### config.mk
export PLATFORM = sky130hd
export DESIGN_NAME = sio_regbank
export DESIGN_NICKNAME = d
export VERILOG_FILES = /design/src/rtl/sio_pkg.sv /design/src/rtl/sio_fifo.sv /design/src/rtl/sio_intc.sv /design/src/rtl/sio_regbank.sv
export SDC_FILE = /design/constraint.sdc
export NUM_CORES = 1
export LEC_CHECK = 0
export BUFFER_PORTS_ARGS = -buffer_cell sky130_fd_sc_hd__buf_2
export CORE_ASPECT_RATIO = 2
export CORE_MARGIN = 2
export CORE_UTILIZATION = 55
export CTS_CLUSTER_DIAMETER = 100
export DETAILED_ROUTE_END_ITERATION = 6
export GPL_ROUTABILITY_DRIVEN = 0
export GPL_TIMING_DRIVEN = 0
export PLACE_DENSITY = 0.74
export REMOVE_ABC_BUFFERS = 1
export SLEW_MARGIN = 0
export SYNTH_ARGS = -nofsm -noshare
export SYNTH_HDL_FRONTEND = slang
export SYNTH_HIERARCHICAL = 1
export SYNTH_SLANG_ARGS = --single-unit
export TNS_END_PERCENT = 20
### constraint.sdc
create_clock -name clk -period 4.7 [get_ports clk]
set_input_delay 0.47 -clock clk [delete_from_list [all_inputs] [get_ports clk]]
set_output_delay 0.47 -clock clk [all_outputs]
set_load 0.02 [all_outputs]
### src/rtl/sio_pkg.sv
package sio_pkg;
  localparam int unsigned WORD_W = 32;

  // word indices within the register window
  localparam int unsigned IX_LINE  = 0;
  localparam int unsigned IX_LSTAT = 1;
  localparam int unsigned IX_IEN   = 2;
  localparam int unsigned IX_ISTAT = 3;
  localparam int unsigned IX_FCTL  = 4;
  localparam int unsigned IX_BAUD  = 5;
  localparam int unsigned IX_TXQ   = 8;
  localparam int unsigned IX_RXQ   = 12;

  localparam logic [31:0] LINE_WMASK  = 32'hE17F_0000;
  localparam logic [31:0] IEN_WMASK   = 32'h000F_0000;
  localparam logic [31:0] ISTAT_WMASK = 32'h0007_0000;
  localparam logic [31:0] FCTL_WMASK  = 32'h001F_0000;
  localparam logic [31:0] BAUD_WMASK  = 32'h03FF_0000;
  localparam logic [31:0] IRQ_SRC     = 32'h0007_0000;

  localparam logic [31:0] LINE_RST = 32'h4000_0000;
  localparam logic [31:0] BAUD_RST = 32'h03FF_0000;

  localparam int unsigned ST_RXAV  = 16;
  localparam int unsigned ST_TXMT  = 17;
  localparam int unsigned FC_ARM   = 16;
  localparam int unsigned FC_RXFL  = 17;
  localparam int unsigned FC_TXFL  = 18;

  // expand byte enables to a bit mask, enable bit 0 covers bits 31:24
  function automatic logic [31:0] lane_bits(input logic [3:0] be);
    logic [31:0] m;
    for (int k = 0; k < 4; k++) m[31-8*k -: 8] = {8{be[k]}};
    return m;
  endfunction

  function automatic logic [31:0] lane_merge(input logic [31:0] old_w,
                                             input logic [31:0] new_w,
                                             input logic [3:0]  be,
                                             input logic [31:0] wmask);
    logic [31:0] m;
    m = lane_bits(be);
    return wmask & ((old_w & ~m) | (new_w & m));
  endfunction
endpackage

### src/rtl/sio_fifo.sv
module sio_fifo #(
  parameter int W     = 8,
  parameter int DEPTH = 16
) (
  input  logic         clk,
  input  logic         rst_n,
  input  logic         flush,
  input  logic         push,
  input  logic [W-1:0] din,
  input  logic         pop,
  output logic [W-1:0] dout,
  output logic         empty,
  output logic         full,
  output logic         drop
);
  localparam int AW = (DEPTH > 1) ? $clog2(DEPTH) : 1;
  localparam int CW = $clog2(DEPTH + 1);

  logic [W-1:0]  mem [DEPTH];
  logic [AW-1:0] wr_q, wr_d, rd_q, rd_d;
  logic [CW-1:0] cnt_q, cnt_d;
  logic          do_push, do_pop;

  assign empty   = (cnt_q == '0);
  assign full    = (cnt_q == CW'(DEPTH));
  assign do_push = push & ~full & ~flush;
  assign do_pop  = pop & ~empty & ~flush;
  assign drop    = push & full & ~flush;
  assign dout    = mem[rd_q];

  function automatic logic [AW-1:0] bump(input logic [AW-1:0] p);
    return (p == AW'(DEPTH - 1)) ? '0 : p + 1'b1;
  endfunction

  always_comb begin
    wr_d  = wr_q;
    rd_d  = rd_q;
    cnt_d = cnt_q;
    if (flush) begin
      wr_d  = '0;
      rd_d  = '0;
      cnt_d = '0;
    end else begin
      if (do_push) wr_d = bump(wr_q);
      if (do_pop)  rd_d = bump(rd_q);
      case ({do_push, do_pop})
        2'b10:   cnt_d = cnt_q + 1'b1;
        2'b01:   cnt_d = cnt_q - 1'b1;
        default: cnt_d = cnt_q;
      endcase
    end
  end

  always_ff @(posedge clk or negedge rst_n) begin
    if (!rst_n) begin
      wr_q  <= '0;
      rd_q  <= '0;
      cnt_q <= '0;
    end else begin
      wr_q  <= wr_d;
      rd_q  <= rd_d;
      cnt_q <= cnt_d;
    end
  end

  always_ff @(posedge clk) begin
    if (do_push) mem[wr_q] <= din;
  end
endmodule

### src/rtl/sio_intc.sv
module sio_intc
  import sio_pkg::*;
(
  input  logic        clk,
  input  logic        rst_n,
  input  logic        en_we,
  input  logic        st_we,
  input  logic [3:0]  be,
  input  logic [31:0] wdata,
  input  logic        rx_avail,
  input  logic        tx_empty,
  output logic [31:0] en_q,
  output logic [31:0] st_q,
  output logic        irq
);
  logic [31:0] en_d, st_d, st_clr, lm;

  assign lm = lane_bits(be);

  always_comb begin
    en_d = en_we ? lane_merge(en_q, wdata, be, IEN_WMASK) : en_q;
    // software clear first: stored lane ANDed with written byte
    st_clr = st_we ? (ISTAT_WMASK & ((st_q & ~lm) | (st_q & wdata & lm))) : st_q;
    // hardware set from current occupancy wins over the clear
    st_d = st_clr;
    if (rx_avail) st_d[ST_RXAV] = 1'b1;
    if (tx_empty) st_d[ST_TXMT] = 1'b1;
  end

  always_ff @(posedge clk or negedge rst_n) begin
    if (!rst_n) begin
      en_q <= '0;
      st_q <= '0;
    end else begin
      en_q <= en_d;
      st_q <= st_d;
    end
  end

  assign irq = |(st_q & en_q & IRQ_SRC);
endmodule

### src/rtl/sio_regbank.sv
module sio_regbank
  import sio_pkg::*;
#(
  parameter int FIFO_DEPTH = 16,
  parameter int ADDR_W     = 6
) (
  input  logic              clk,
  input  logic              rst_n,
  input  logic              bus_sel,
  input  logic              bus_we,
  input  logic [ADDR_W-1:0] bus_widx,
  input  logic [3:0]        bus_be,
  input  logic [31:0]       bus_wdata,
  output logic [31:0]       bus_rdata,
  output logic              irq,
  output logic [7:0]        tx_data,
  output logic              tx_valid,
  input  logic              tx_ready,
  input  logic [7:0]        rx_data,
  input  logic              rx_valid,
  output logic              rx_ready
);
  logic wr, rd;
  logic hit_line, hit_lstat, hit_ien, hit_istat, hit_fctl, hit_baud, hit_txq, hit_rxq;
  logic [31:0] line_q, line_d, baud_q, baud_d, fctl_q, fctl_d;
  logic        ovr_q, ovr_d;
  logic [31:0] ien_q, ist_q;
  logic        tx_push, tx_pop, tx_empty, tx_full, tx_drop, tx_flush;
  logic        rx_pop, rx_empty, rx_full, rx_drop, rx_flush;
  logic [7:0]  rx_head;
  logic        fctl_wr;

  assign wr = bus_sel & bus_we;
  assign rd = bus_sel & ~bus_we;

  assign hit_line  = (bus_widx == ADDR_W'(IX_LINE));
  assign hit_lstat = (bus_widx == ADDR_W'(IX_LSTAT));
  assign hit_ien   = (bus_widx == ADDR_W'(IX_IEN));
  assign hit_istat = (bus_widx == ADDR_W'(IX_ISTAT));
  assign hit_fctl  = (bus_widx == ADDR_W'(IX_FCTL));
  assign hit_baud  = (bus_widx == ADDR_W'(IX_BAUD));
  assign hit_txq   = (bus_widx == ADDR_W'(IX_TXQ));
  assign hit_rxq   = (bus_widx == ADDR_W'(IX_RXQ));

  assign fctl_wr  = wr & hit_fctl;
  assign tx_push  = wr & hit_txq & bus_be[0];
  assign rx_pop   = rd & hit_rxq & bus_be[0];
  assign tx_pop   = tx_valid & tx_ready;
  assign tx_valid = ~tx_empty;
  assign rx_ready = ~rx_full;

  always_comb begin
    line_d = (wr & hit_line) ? lane_merge(line_q, bus_wdata, bus_be, LINE_WMASK) : line_q;
    baud_d = (wr & hit_baud) ? lane_merge(baud_q, bus_wdata, bus_be, BAUD_WMASK) : baud_q;
    fctl_d = fctl_wr ? lane_merge(fctl_q, bus_wdata, bus_be, FCTL_WMASK) : fctl_q;
    ovr_d  = ovr_q | tx_drop | rx_drop;
  end

  assign rx_flush = fctl_wr & fctl_d[FC_ARM] & fctl_d[FC_RXFL];
  assign tx_flush = fctl_wr & fctl_d[FC_ARM] & fctl_d[FC_TXFL];

  always_ff @(posedge clk or negedge rst_n) begin
    if (!rst_n) begin
      line_q <= LINE_RST;
      baud_q <= BAUD_RST;
      fctl_q <= '0;
      ovr_q  <= 1'b0;
    end else begin
      line_q <= line_d;
      baud_q <= baud_d;
      fctl_q <= fctl_d;
      ovr_q  <= ovr_d;
    end
  end

  sio_fifo #(.W(8), .DEPTH(FIFO_DEPTH)) u_txq (
    .clk(clk), .rst_n(rst_n), .flush(tx_flush),
    .push(tx_push), .din(bus_wdata[31:24]), .pop(tx_pop),
    .dout(tx_data), .empty(tx_empty), .full(tx_full), .drop(tx_drop)
  );

  sio_fifo #(.W(8), .DEPTH(FIFO_DEPTH)) u_rxq (
    .clk(clk), .rst_n(rst_n), .flush(rx_flush),
    .push(rx_valid), .din(rx_data), .pop(rx_pop),
    .dout(rx_head), .empty(rx_empty), .full(rx_full), .drop(rx_drop)
  );

  sio_intc u_intc (
    .clk(clk), .rst_n(rst_n),
    .en_we(wr & hit_ien), .st_we(wr & hit_istat),
    .be(bus_be), .wdata(bus_wdata),
    .rx_avail(~rx_empty), .tx_empty(tx_empty),
    .en_q(ien_q), .st_q(ist_q), .irq(irq)
  );

  always_comb begin
    bus_rdata = '0;
    if (rd) begin
      unique case (1'b1)
        hit_line:  bus_rdata = line_q;
        hit_lstat: bus_rdata = {31'b0, ovr_q};
        hit_ien:   bus_rdata = ien_q;
        hit_istat: bus_rdata = ist_q;
        hit_fctl:  bus_rdata = fctl_q;
        hit_baud:  bus_rdata = baud_q;
        hit_rxq:   bus_rdata = (bus_be[0] & ~rx_empty) ? {rx_head, 24'h0} : '0;
        default:   bus_rdata = '0;
      endcase
    end
  end

  logic unused_ok;
  assign unused_ok = tx_full;
endmodule

### After elaboration in Yosys (flattened, before gate mapping)

Memory sizes are Yosys's and may differ from the RTL's.
Index checks and enable logic that the tools add are counted.

| storage, ports and cells | value |
|---|---|
| flip-flop bits (word level) | 60 |
| RAM bits | 256 |
| input port bits | 56 |
| output and inout port bits | 43 |
| word-level logic and storage cells | 133 |
| memories | 2 |

| operators by class | value |
|---|---|
| $add $sub $neg | 8 |
| eq/ne operators | 18 |
| muxes and demuxes | 27 |
| bitwise operators | 52 |
| reduce and logical (&&, ||, !) cells | 11 |

Memories:

| name | words | bits a word | rd ports | clocked after Yosys merged registers in | wr ports | line | text |
|---|---|---|---|---|---|---|---|
| u_rxq.mem | 16 | 8 | 1 | 0 | 1 | sio_fifo.sv:19 | `logic [W-1:0] mem [DEPTH];` |
| u_txq.mem | 16 | 8 | 1 | 0 | 1 | sio_fifo.sv:19 |  |

Operators with widths:

| operator | count |
|---|---|
| $pmux W32 S7 | 1 |
| $and A19 B19 Y19 | 4 |
| $and A32 B32 Y32 | 2 |
| $mux W32 | 2 |
| $mux W4 | 12 |
| $not A32 Y32 | 1 |
| $or A32 B32 Y32 | 1 |
| $and A1 B1 Y1 | 28 |
| $and A26 B26 Y26 | 1 |
| $or A26 B26 Y26 | 1 |
| $and A21 B21 Y21 | 1 |
| $or A21 B21 Y21 | 1 |
| $and A20 B20 Y20 | 1 |
| $or A20 B20 Y20 | 1 |
| $pmux W5 S2 | 2 |
| $mux W19 | 1 |
| $or A19 B19 Y19 | 1 |
| $mux W18 | 1 |
| $add A4 B1 Y4 const B | 4 |
| $eq A4 B4 Y1 const B | 4 |
| $eq A6 B2 Y1 const B | 2 |
| $eq A6 B3 Y1 const B | 2 |
| $eq A6 B4 Y1 const B | 2 |
| $add A5 B1 Y5 const B | 2 |
| other kinds (15) | 38 |

### Logic depth before layout (Yosys ltp)

Gate-level depths: netlist of run 1.

| depth | value |
|---|---|
| depth after elaboration | 11 |
| depth in mapped cells | 15 |
| gate-level depth less buffers | 12 |

### Modules after synthesis

The synthesis of run 1 kept the hierarchy.

Modules (own cells, without submodules):

| module | instances | cells each | area each (µm²) | seq. area each (µm²) |
|---|---|---|---|---|
| sio_fifo (u_rxq) | 1 | 358 | 5920.7 | 4169.0 |
| sio_fifo (u_txq) | 1 | 358 | 5904.4 | 4169.0 |
| sio_regbank | 1 | 220 | 2093.3 | 689.4 |
| sio_intc | 1 | 80 | 725.7 | 175.2 |

### Worst setup path after synthesis of run 1

OpenSTA, ideal clock, no wires.

| path | value |
|---|---|
| path type | input -> register |
| from | input port bus_widx[1] |
| to | register u_txq.cnt_q[3] |
| setup time | 0.125 ns |
| data arrival time | 3.950 ns |
| required time | 4.575 ns |
| slack | 0.625 ns |
| cell stages on the path | 13 |
| path buffers | 1 |
| path through | buf_6 > or3_1 > or2_2 > nor4_1 > a21boi_1 > or3_1 > inv_1 > ha_1 > a21o_1 > a21oi_1 > xor2_1 > nor2_1 > mux2_4 |

| between the ends | value |
|---|---|
| elaborated cells on any way between the ends | 17 |
| those cells by class | 4 x eq/ne; 3 x mux; 9 x bitwise; 1 x reduce/logical |

RTL lines:

| item | line | text |
|---|---|---|
| start, declared | sio_regbank.sv:11 | `input logic [ADDR_W-1:0] bus_widx,` |
| $eq A6 B4 Y1 (*) | sio_regbank.sv:42 | `assign hit_txq = (bus_widx == ADDR_W'(IX_TXQ));` |
| $and A1 B1 Y1 (*) (2 in a row) | sio_regbank.sv:46 | `assign tx_push = wr & hit_txq & bus_be[0];` |
| named net tx_push | sio_regbank.sv:28 | `logic tx_push, tx_pop, tx_empty, tx_full, tx_drop, tx_flush;` |
| $and A1 B1 Y1 (*) (2 in a row) | sio_fifo.sv:26 | `assign do_push = push & ~full & ~flush;` |
| $eq A2 B1 Y1 or $eq A2 B2 Y1 (tied branches) | sio_fifo.sv:46 | `case ({do_push, do_pop})` |
| $pmux W5 S2 | sio_fifo.sv:46 |  |
| $mux W5 | sio_fifo.sv:39 | `if (flush) begin` |
| end signal, assigned | sio_fifo.sv:62 | `cnt_q <= cnt_d;` |
| end, declared | sio_fifo.sv:21 | `logic [CW-1:0] cnt_q, cnt_d;` |

The timed path passes the listed nets; every way through them passes the cells marked *.
A chain may end at the register's enable or synchronous reset.

### Worst setup path after layout of run 1

| path | value |
|---|---|
| from | input port bus_widx[0] |
| to | register u_rxq.cnt_q[4] |

| between the ends | value |
|---|---|
| longest elaborated chain between the ends | 10 |
| elaborated cells on any way between the ends | 17 |
| those cells by class | 4 x eq/ne; 3 x mux; 9 x bitwise; 1 x reduce/logical |

RTL lines:

| item | line | text |
|---|---|---|
| $eq A6 B3 Y1 (*) | sio_regbank.sv:40 | `assign hit_fctl = (bus_widx == ADDR_W'(IX_FCTL));` |
| $and A1 B1 Y1 (*) | sio_regbank.sv:45 | `assign fctl_wr = wr & hit_fctl;` |
| $mux W19 | sio_regbank.sv:55 | `fctl_d = fctl_wr ? lane_merge(fctl_q, bus_wdata, bus_be, FCTL_WMASK) : fctl_q;` |
| $and A1 B1 Y1 | sio_regbank.sv:59 | `assign rx_flush = fctl_wr & fctl_d[FC_ARM] & fctl_d[FC_RXFL];` |
| $and A1 B1 Y1 (*) | sio_regbank.sv:59 |  |
| named net rx_flush | sio_regbank.sv:29 | `logic rx_pop, rx_empty, rx_full, rx_drop, rx_flush;` |
| $not A1 Y1 | sio_fifo.sv:26, sio_fifo.sv:27 |  |
| $and A1 B1 Y1, on equally long branches | sio_fifo.sv:27, sio_fifo.sv:26 |  |
| $eq A2 B1 Y1 or $eq A2 B2 Y1 (tied branches) | sio_fifo.sv:46 |  |
| $pmux W5 S2 | sio_fifo.sv:46 |  |
| $mux W5 | sio_fifo.sv:39 |  |
| end signal, assigned | sio_fifo.sv:62 |  |
| end, declared | sio_fifo.sv:21 |  |

Marks and branches as above.

==> impl_metrics.xml, run 1 <==
<?xml version="1.0" encoding="UTF-8"?>
<metrics>
  <group name="placement">
    <metric name="count_of_port_buffers_added_during_placement" unit="">65</metric>
    <metric name="detailed_place_hpwl" unit="mm">21.4</metric>
    <metric name="place_area" unit="um2">15000</metric>
  </group>
  <group name="timing">
    <metric name="fmax" unit="MHz">242</metric>
    <metric name="fin_hold_ws" unit="ns">-0.00389</metric>
    <metric name="timing.final.hold_violations" unit="">2</metric>
    <metric name="timing.max_slew.rel_slack" unit="">0.0594</metric>
    <metric name="finalSetupTns" unit="ns">0</metric>
    <metric name="grt_setup_unrepaired" unit="">false</metric>
    <metric name="final_max_slew_viol_count" unit="">0</metric>
    <metric name="clock_skew" unit="ns">0.0223</metric>
    <metric name="layout_worst_path_cycle_share" unit="">0.878</metric>
    <metric name="worst-slew-pin-transition" unit="ns">1.40</metric>
    <metric name="setup_viol" unit="">0</metric>
    <metric name="period_minus_slack" unit="ns">4.13</metric>
  </group>
  <group name="floorplan">
    <metric name="die_height" unit="um">235</metric>
    <metric name="floorplan.die_area" unit="um2">28000</metric>
    <metric name="die_width" unit="um">119</metric>
    <metric name="placeableCoreArea" unit="um2">26300</metric>
    <metric name="pin_count" unit="">99</metric>
    <metric name="initial_standard_cell_utilization_of_the_core" unit="">0.557</metric>
    <metric name="fp-row-count" unit="">84</metric>
  </group>
  <group name="worst_setup_path">
    <metric name="critical_path.max_fanout" unit="">43</metric>
    <metric name="rr_startpoint" unit="">u_txq/cnt_q[0]</metric>
    <metric name="setup.worst_path.class" unit="">in2reg</metric>
    <metric name="worstRegToRegCells" unit="">11</metric>
    <metric name="ff2ff_setup_slack" unit="ns">1.14</metric>
    <metric name="cp_data_arrival_time" unit="ns">4.59</metric>
    <metric name="cp_data_required_time" unit="ns">5.17</metric>
    <metric name="critical_path.startpoint_type" unit="">primary input</metric>
    <metric name="critical_r2r_capture" unit="">u_txq/cnt_q[4]</metric>
    <metric name="timing.critical_path.to_type" unit="">register</metric>
  </group>
  <group name="drt">
    <metric name="firstDrtPassIters" unit="">5</metric>
    <metric name="vias_per_cell" unit="">5.79</metric>
    <metric name="residual_drc_count" unit="">0</metric>
    <metric name="wirelength" unit="mm">30.0</metric>
    <metric name="antenna_violating_nets_post_route" unit="">0</metric>
    <metric name="wl_per_cell" unit="um">21.1</metric>
    <metric name="drtIter0Drc" unit="">409</metric>
    <metric name="detailroute.via_count" unit="">8230</metric>
  </group>
  <group name="clock_tree">
    <metric name="clock-sinks" unit="">316</metric>
    <metric name="post_cts_resize_count" unit="">0</metric>
    <metric name="cts_max_path_buffers" unit="">3</metric>
    <metric name="numCtsBuffers" unit="">27</metric>
    <metric name="cts.hold.buffers_added" unit="">0</metric>
    <metric name="clock_latency" unit="ns">0.55</metric>
    <metric name="h-tree-depth" unit="">1</metric>
    <metric name="cts.repair_timing.setup_buffer_count" unit="">0</metric>
    <metric name="clk_root_buffer_cell" unit="">clkbuf_16</metric>
    <metric name="cts_tree" unit="">built</metric>
    <metric name="clkSlewWorstSetupHoldPaths" unit="ns">0.06</metric>
  </group>
  <group name="final_layout">
    <metric name="finalNetCount" unit="">1130</metric>
    <metric name="post_route_cell_area" unit="um2">15900</metric>
    <metric name="area_growth_syn_to_layout" unit="%">8.42</metric>
    <metric name="final_layout_size_suffix_gt1_frac" unit="">0.215</metric>
    <metric name="filler_cell_count" unit="">2025</metric>
    <metric name="seq_area" unit="um2">9210</metric>
    <metric name="leading_cell_type_in_the_layout_fill_and_taps_excluded" unit="">edfxtp_1</metric>
    <metric name="multi_input_area" unit="um2">4920</metric>
    <metric name="layout_common_cells" unit="">edfxtp_1 (256), mux2i_1 (90), nor2_1 (85)</metric>
    <metric name="util_after_layout" unit="">0.604</metric>
  </group>
  <group name="run">
    <metric name="cap_viol_max_count" unit="">0</metric>
  </group>
  <group name="global_routing">
    <metric name="track_usage" unit="">0.218</metric>
    <metric name="maximum_number_of_pins_on_one_net_before_global_route_repair" unit="">61</metric>
    <metric name="grt_antenna_before_repair" unit="">2</metric>
    <metric name="grt_overflow" unit="">0</metric>
    <metric name="grt_first_pass_wirelength" unit="mm">46.9</metric>
    <metric name="number_of_global_route_vias_before_repair" unit="">8456</metric>
  </group>
  <group name="power_and_ir_drop">
    <metric name="pwr_density_cell" unit="nW/um2">385</metric>
    <metric name="net_sw_power" unit="W">0.00147</metric>
    <metric name="switching_share" unit="">0.240</metric>
    <metric name="vdd.ir_drop.worst" unit="uV">344</metric>
    <metric name="static_leak" unit="nW">5.59</metric>
    <metric name="p_int" unit="W">0.00465</metric>
    <metric name="p_clk_frac" unit="">0.360</metric>
    <metric name="pwr-share-comb" unit="">0.095</metric>
    <metric name="share_seq_of_total_power" unit="">0.545</metric>
  </group>
  <group name="synth">
    <metric name="synthFlopType" unit="">edfxtp_1</metric>
    <metric name="synthesis.yosys.warnings" unit="">6</metric>
    <metric name="post_synth_num_cell_types" unit="">68</metric>
    <metric name="postSynthRegisterBits" unit="">316</metric>
    <metric name="synth-edff-count" unit="">256</metric>
    <metric name="syn_area_per_cell" unit="um2">14.4</metric>
    <metric name="synth.cell_area" unit="um2">14600</metric>
    <metric name="synthesis.instances" unit="">1016</metric>
    <metric name="portion_of_the_post_synthesis_area_used_by_sequential_elements" unit="">0.628</metric>
    <metric name="asyncSetResetFlopFracSynth" unit="">0.190</metric>
  </group>
  <group name="status">
    <metric name="failing_checks" unit="">hold timing</metric>
    <metric name="outcome" unit="">finished with violations</metric>
  </group>
  <group name="min_path">
    <metric name="worstHoldPathType" unit="">in2async</metric>
  </group>
</metrics>
[critical path, cell delays in order]
cell and delay (ns):
buf_2 0.44, nand2b_1 0.38, or2_4 0.30, or3_1 0.39, nor2_1 0.99, or3_1 0.31, inv_1 0.10, ha_1 0.31
nor2_1 0.14, a21oi_1 0.09, or4_1 0.48, a31oi_1 0.17
[synth_stat cells (8+ instances only)]
cell type	instances	area share
nand2_1	63	0.016
buf_4	58	0.030
buf_2	19	0.0065
a21oi_1	26	0.0089
a21o_1	10	0.0051
ha_1	16	0.014
mux2_2	45	0.035
mux4_2	32	0.049
nor2_1	85	0.022
o21ai_0	20	0.0068
mux2_4	8	0.0082
nor3_1	11	0.0038
mux2i_1	90	0.062
a22oi_1	33	0.017
a221oi_1	32	0.019
edfxtp_1	256	0.52
dfrtp_1	49	0.084
clkbuf_1	25	0.0064
inv_1	18	0.0046
dfstp_2	11	0.020
[cells by family (layout without fill, tap and decap cells)]
logic type	count (synthesis)	in the layout	share of synthesized area
mux	175	175	0.154
simple gates	218	218	0.0718
buf+inv	131	135	0.0517
xor+xnor	7	7	0.00419
compound gates	150	150	0.0737
other cells	1	59	0.000256
flops	316	316	0.628
fa+ha+maj	18	18	0.0164
[through the flow]
step	setup WS [ns]	std cells	hold WS [ns]	power, W
2_1_floorplan	0.715	960	0.174	0.00374
5_1_grt	0.270	1422	0.0563	0.00634
3_3_place_gp	-0.171	1369	0.488	0.00393
4_1_cts	0.295	1419	0.146	0.00618
6_report	0.573	1422	-0.00389	0.00611
3_5_place_dp	-0.272	1370	0.496	0.00397
[sequential cells by signal, indices dropped and copies added, names as in the netlist, named ones only]
signal	cells
u_intc/st_q	2
u_txq/cnt_q	5
u_rxq/wr_q	4
u_rxq/cnt_q	5
u_txq/rd_q	4
u_txq/mem	128
ovr_q	1
u_rxq/rd_q	4
fctl_q	3
u_txq/wr_q	4
u_rxq/mem	128
[worst max-delay path by stage]
| stage | cells after the start | to | start |
|---|---|---|---|
| floorplan | 12 | u_txq/cnt_q[3] | bus_widx[1] |
| global placement | 8 | u_txq/mem[1][5] | bus_widx[1] |
| detailed placement | 8 | u_txq/mem[2][5] | bus_widx[1] |
| CTS | 8 | u_txq/mem[2][5] | bus_widx[1] |
| global route | 13 | u_txq/cnt_q[4] | bus_widx[0] |
| finish | 12 | u_rxq/cnt_q[4] | bus_widx[0] |
[power groups by stage]
stage	Clock [W]	Sequential (W)	Combinational [W]
CTS	0.00226	0.00333	0.000586
floorplan	0	0.00335	0.000388
global placement	0	0.00338	0.000551
global route	0.00235	0.00335	0.000642
finish	0.00220	0.00333	0.000582
detailed placement	0	0.00339	0.000581
[layer usage]
| metal | up-vias | share of wire | global-route usage |
|---|---|---|---|
| met5 | - | 0 | 0 |
| met4 | 0 | 0.050 | 0.109 |
| met3 | 72 | 0.031 | 0.0206 |
| met2 | 208 | 0.58 | 0.426 |
| met1 | 4118 | 0.34 | 0.227 |
| li1 | 3832 | - | - |
[final cells by class]
| cell class | instances | share of cell area |
|---|---|---|
| diodes | 2 | 0.000315 |
| repair buffers | 67 | 0.0224 |
| inverters | 19 | 0.00449 |
| clock buffers | 32 | 0.0456 |
| well taps | 344 | 0.0271 |
| clock inverters | 17 | 0.0100 |
| multi-input cells | 625 | 0.310 |
| flip-flops and latches | 316 | 0.580 |
Note: power is estimated with default switching activity, not from simulation.
==> run 2, diff against run 1 <==
Settings changed: ABC_AREA from default to 1, PLACE_DENSITY 0.74 to 0.73.
==> impl_metrics.xml, run 2 <==
<?xml version="1.0" encoding="UTF-8"?>
<metrics>
  <group name="synth">
    <metric name="synth.cell_area" unit="um2">15100</metric>
    <metric name="syn_area_per_cell" unit="um2">10.3</metric>
    <metric name="synthesis.instances" unit="">1461</metric>
    <metric name="synthesis.yosys.warnings" unit="">6</metric>
  </group>
  <group name="worst_setup_path">
    <metric name="cp_data_required_time" unit="ns">4.23</metric>
    <metric name="cp_data_arrival_time" unit="ns">3.58</metric>
    <metric name="critical_path.startpoint_type" unit="">register</metric>
    <metric name="ff2ff_setup_slack" unit="ns">2.08</metric>
    <metric name="timing.critical_path.to_type" unit="">primary output</metric>
    <metric name="setup.worst_path.class" unit="">reg2out</metric>
    <metric name="critical_path.max_fanout" unit="">59</metric>
  </group>
  <group name="clock_tree">
    <metric name="numCtsBuffers" unit="">27</metric>
    <metric name="clock_latency" unit="ns">0.56</metric>
    <metric name="cts.repair_timing.setup_buffer_count" unit="">0</metric>
    <metric name="post_cts_resize_count" unit="">0</metric>
    <metric name="cts_max_path_buffers" unit="">3</metric>
    <metric name="cts.hold.buffers_added" unit="">0</metric>
    <metric name="clock-sinks" unit="">316</metric>
    <metric name="h-tree-depth" unit="">1</metric>
    <metric name="cts_tree" unit="">built</metric>
    <metric name="clkSlewWorstSetupHoldPaths" unit="ns">0.07</metric>
    <metric name="clk_root_buffer_cell" unit="">clkbuf_16</metric>
  </group>
  <group name="drt">
    <metric name="drtIter0Drc" unit="">749</metric>
    <metric name="wl_per_cell" unit="um">19.9</metric>
    <metric name="firstDrtPassIters" unit="">5</metric>
    <metric name="antenna_violating_nets_post_route" unit="">0</metric>
    <metric name="wirelength" unit="mm">37.2</metric>
    <metric name="detailroute.via_count" unit="">10614</metric>
    <metric name="vias_per_cell" unit="">5.69</metric>
    <metric name="residual_drc_count" unit="">0</metric>
  </group>
  <group name="min_path">
    <metric name="worstHoldPathType" unit="">in2async</metric>
  </group>
  <group name="floorplan">
    <metric name="die_width" unit="um">121</metric>
    <metric name="initial_standard_cell_utilization_of_the_core" unit="">0.560</metric>
    <metric name="die_height" unit="um">238</metric>
    <metric name="fp-row-count" unit="">85</metric>
    <metric name="pin_count" unit="">99</metric>
    <metric name="placeableCoreArea" unit="um2">26900</metric>
    <metric name="floorplan.die_area" unit="um2">28800</metric>
  </group>
  <group name="global_routing">
    <metric name="grt_antenna_before_repair" unit="">6</metric>
    <metric name="maximum_number_of_pins_on_one_net_before_global_route_repair" unit="">61</metric>
    <metric name="track_usage" unit="">0.258</metric>
    <metric name="number_of_global_route_vias_before_repair" unit="">10441</metric>
    <metric name="grt_overflow" unit="">0</metric>
    <metric name="grt_first_pass_wirelength" unit="mm">56.4</metric>
  </group>
  <group name="placement">
    <metric name="detailed_place_hpwl" unit="mm">26.0</metric>
    <metric name="place_area" unit="um2">15300</metric>
    <metric name="count_of_port_buffers_added_during_placement" unit="">65</metric>
    <metric name="detailedPlace.worstSlack" unit="ns">1.00</metric>
  </group>
  <group name="timing">
    <metric name="timing.max_slew.rel_slack" unit="">0.282</metric>
    <metric name="fmax" unit="MHz">247</metric>
    <metric name="period_minus_slack" unit="ns">4.05</metric>
    <metric name="fin_hold_ws" unit="ns">-0.0158</metric>
    <metric name="timing.final.ws_setup" unit="ns">0.653</metric>
    <metric name="layout_worst_path_cycle_share" unit="">0.861</metric>
    <metric name="finalSetupTns" unit="ns">0</metric>
    <metric name="final_max_slew_viol_count" unit="">0</metric>
    <metric name="timing.final.hold_violations" unit="">4</metric>
    <metric name="setup_viol" unit="">0</metric>
    <metric name="grt_setup_unrepaired" unit="">false</metric>
    <metric name="clock_skew" unit="ns">0.0123</metric>
    <metric name="worst-slew-pin-transition" unit="ns">1.08</metric>
  </group>
  <group name="final_layout">
    <metric name="final_layout_size_suffix_gt1_frac" unit="">0.139</metric>
    <metric name="finalNetCount" unit="">1569</metric>
    <metric name="post_route_cell_area" unit="um2">16200</metric>
    <metric name="layout_common_cells" unit="">nand2_1 (283), edfxtp_1 (256), nor2_1 (162)</metric>
    <metric name="leading_cell_type_in_the_layout_fill_and_taps_excluded" unit="">nand2_1</metric>
    <metric name="area_growth_syn_to_layout" unit="%">7.69</metric>
    <metric name="registers_with_the_highest_flip_flop_counts" unit="">u_rxq/mem: 128 flops, u_txq/mem: 128 flops</metric>
  </group>
  <group name="power_and_ir_drop">
    <metric name="pwr_density_cell" unit="nW/um2">437</metric>
    <metric name="pwr-share-comb" unit="">0.196</metric>
    <metric name="p_clk_frac" unit="">0.325</metric>
    <metric name="p_int" unit="W">0.00491</metric>
    <metric name="static_leak" unit="nW">6.24</metric>
    <metric name="net_sw_power" unit="W">0.00218</metric>
    <metric name="switching_share" unit="">0.307</metric>
    <metric name="finalPower" unit="W">0.00708</metric>
    <metric name="vdd.ir_drop.worst" unit="uV">389</metric>
    <metric name="share_seq_of_total_power" unit="">0.479</metric>
  </group>
  <group name="run">
    <metric name="cap_viol_max_count" unit="">0</metric>
  </group>
  <group name="status">
    <metric name="failing_checks" unit="">hold timing</metric>
    <metric name="outcome" unit="">finished with violations</metric>
  </group>
</metrics>
run 2: changes by cell type in the layout (fill, tap and decap cells not counted), moves of 76 or more:
| cell | change |
|---|---|
| mux2i_1 | -90 |
| nand2_1 | +220 |
| nor2_1 | +77 |
| o21ai_0 | +104 |
| inv_1 | +76 |
| nand3_1 | +80 |
run 2: stage by stage:
step,hold WS [ns],utilization,cells
2_1_floorplan,0.174,-,1399
3_3_place_gp,0.459,0.566,1812
3_5_place_dp,0.458,0.568,1814
4_1_cts,0.0136,0.602,1863
5_1_grt,0.0435,0.603,1864
6_report,-0.0158,0.603,1864
run 2: power by group through the flow:
stage | logic (W) | registers, W | clock network [W]
2_1_floorplan | 0.000873 | 0.00341 | 0
3_3_place_gp | 0.00127 | 0.00348 | 0
3_5_place_dp | 0.00136 | 0.00345 | 0
4_1_cts | 0.00137 | 0.00339 | 0.00234
5_1_grt | 0.00153 | 0.00341 | 0.00242
6_report | 0.00139 | 0.00339 | 0.00230
run 2: layout make-up:
type / count / area, um2
Antenna cell: 1 / 2.50
Clock buffer: 36 / 783
Clock inverter: 13 / 145
Fill cell: 2156 / 10700
Inverter: 106 / 398
Multi-Input combinational cell: 977 / 4880
Sequential cell: 316 / 9210
Tap cell: 348 / 435
Timing Repair Buffer: 67 / 368
run 2: final timing paths:
path                                     from             end  depth (start not counted)
worst min register to register          ovr_q           ovr_q                          1
worst max-delay path            u_rxq/rd_q[0]   bus_rdata[25]                         12
max in group asynchronous               rst_n   u_rxq/rd_q[0]                          1
worst min-delay path                    rst_n  u_txq/cnt_q[3]                          1
min in group clk                bus_wdata[23]        register                          3
worst max register to register     fctl_q[18]  u_txq/cnt_q[4]                         16
run 2: per-layer routing:
layer / track usage / vias to the layer above / wire, um
met5: 0 / - / 57
met4: 0.178 / 10 / 2850
met3: 0.0368 / 131 / 1940
met2: 0.488 / 399 / 20400
met1: 0.250 / 5089 / 12000
li1: - / 4985 / -
run 2: critical path: stages (launching register included):
cell and delay, ns:
dfrtp_2 0.61, inv_2 0.79, nand2_1 0.13, nand3_1 0.13, nand2_1 0.05, a21oi_1 0.34, o21ai_0 0.15, nand2_1 0.10
nand2_1 0.05, o21ai_0 0.18, nor2_1 0.06, nor2_1 0.16, buf_2 0.21
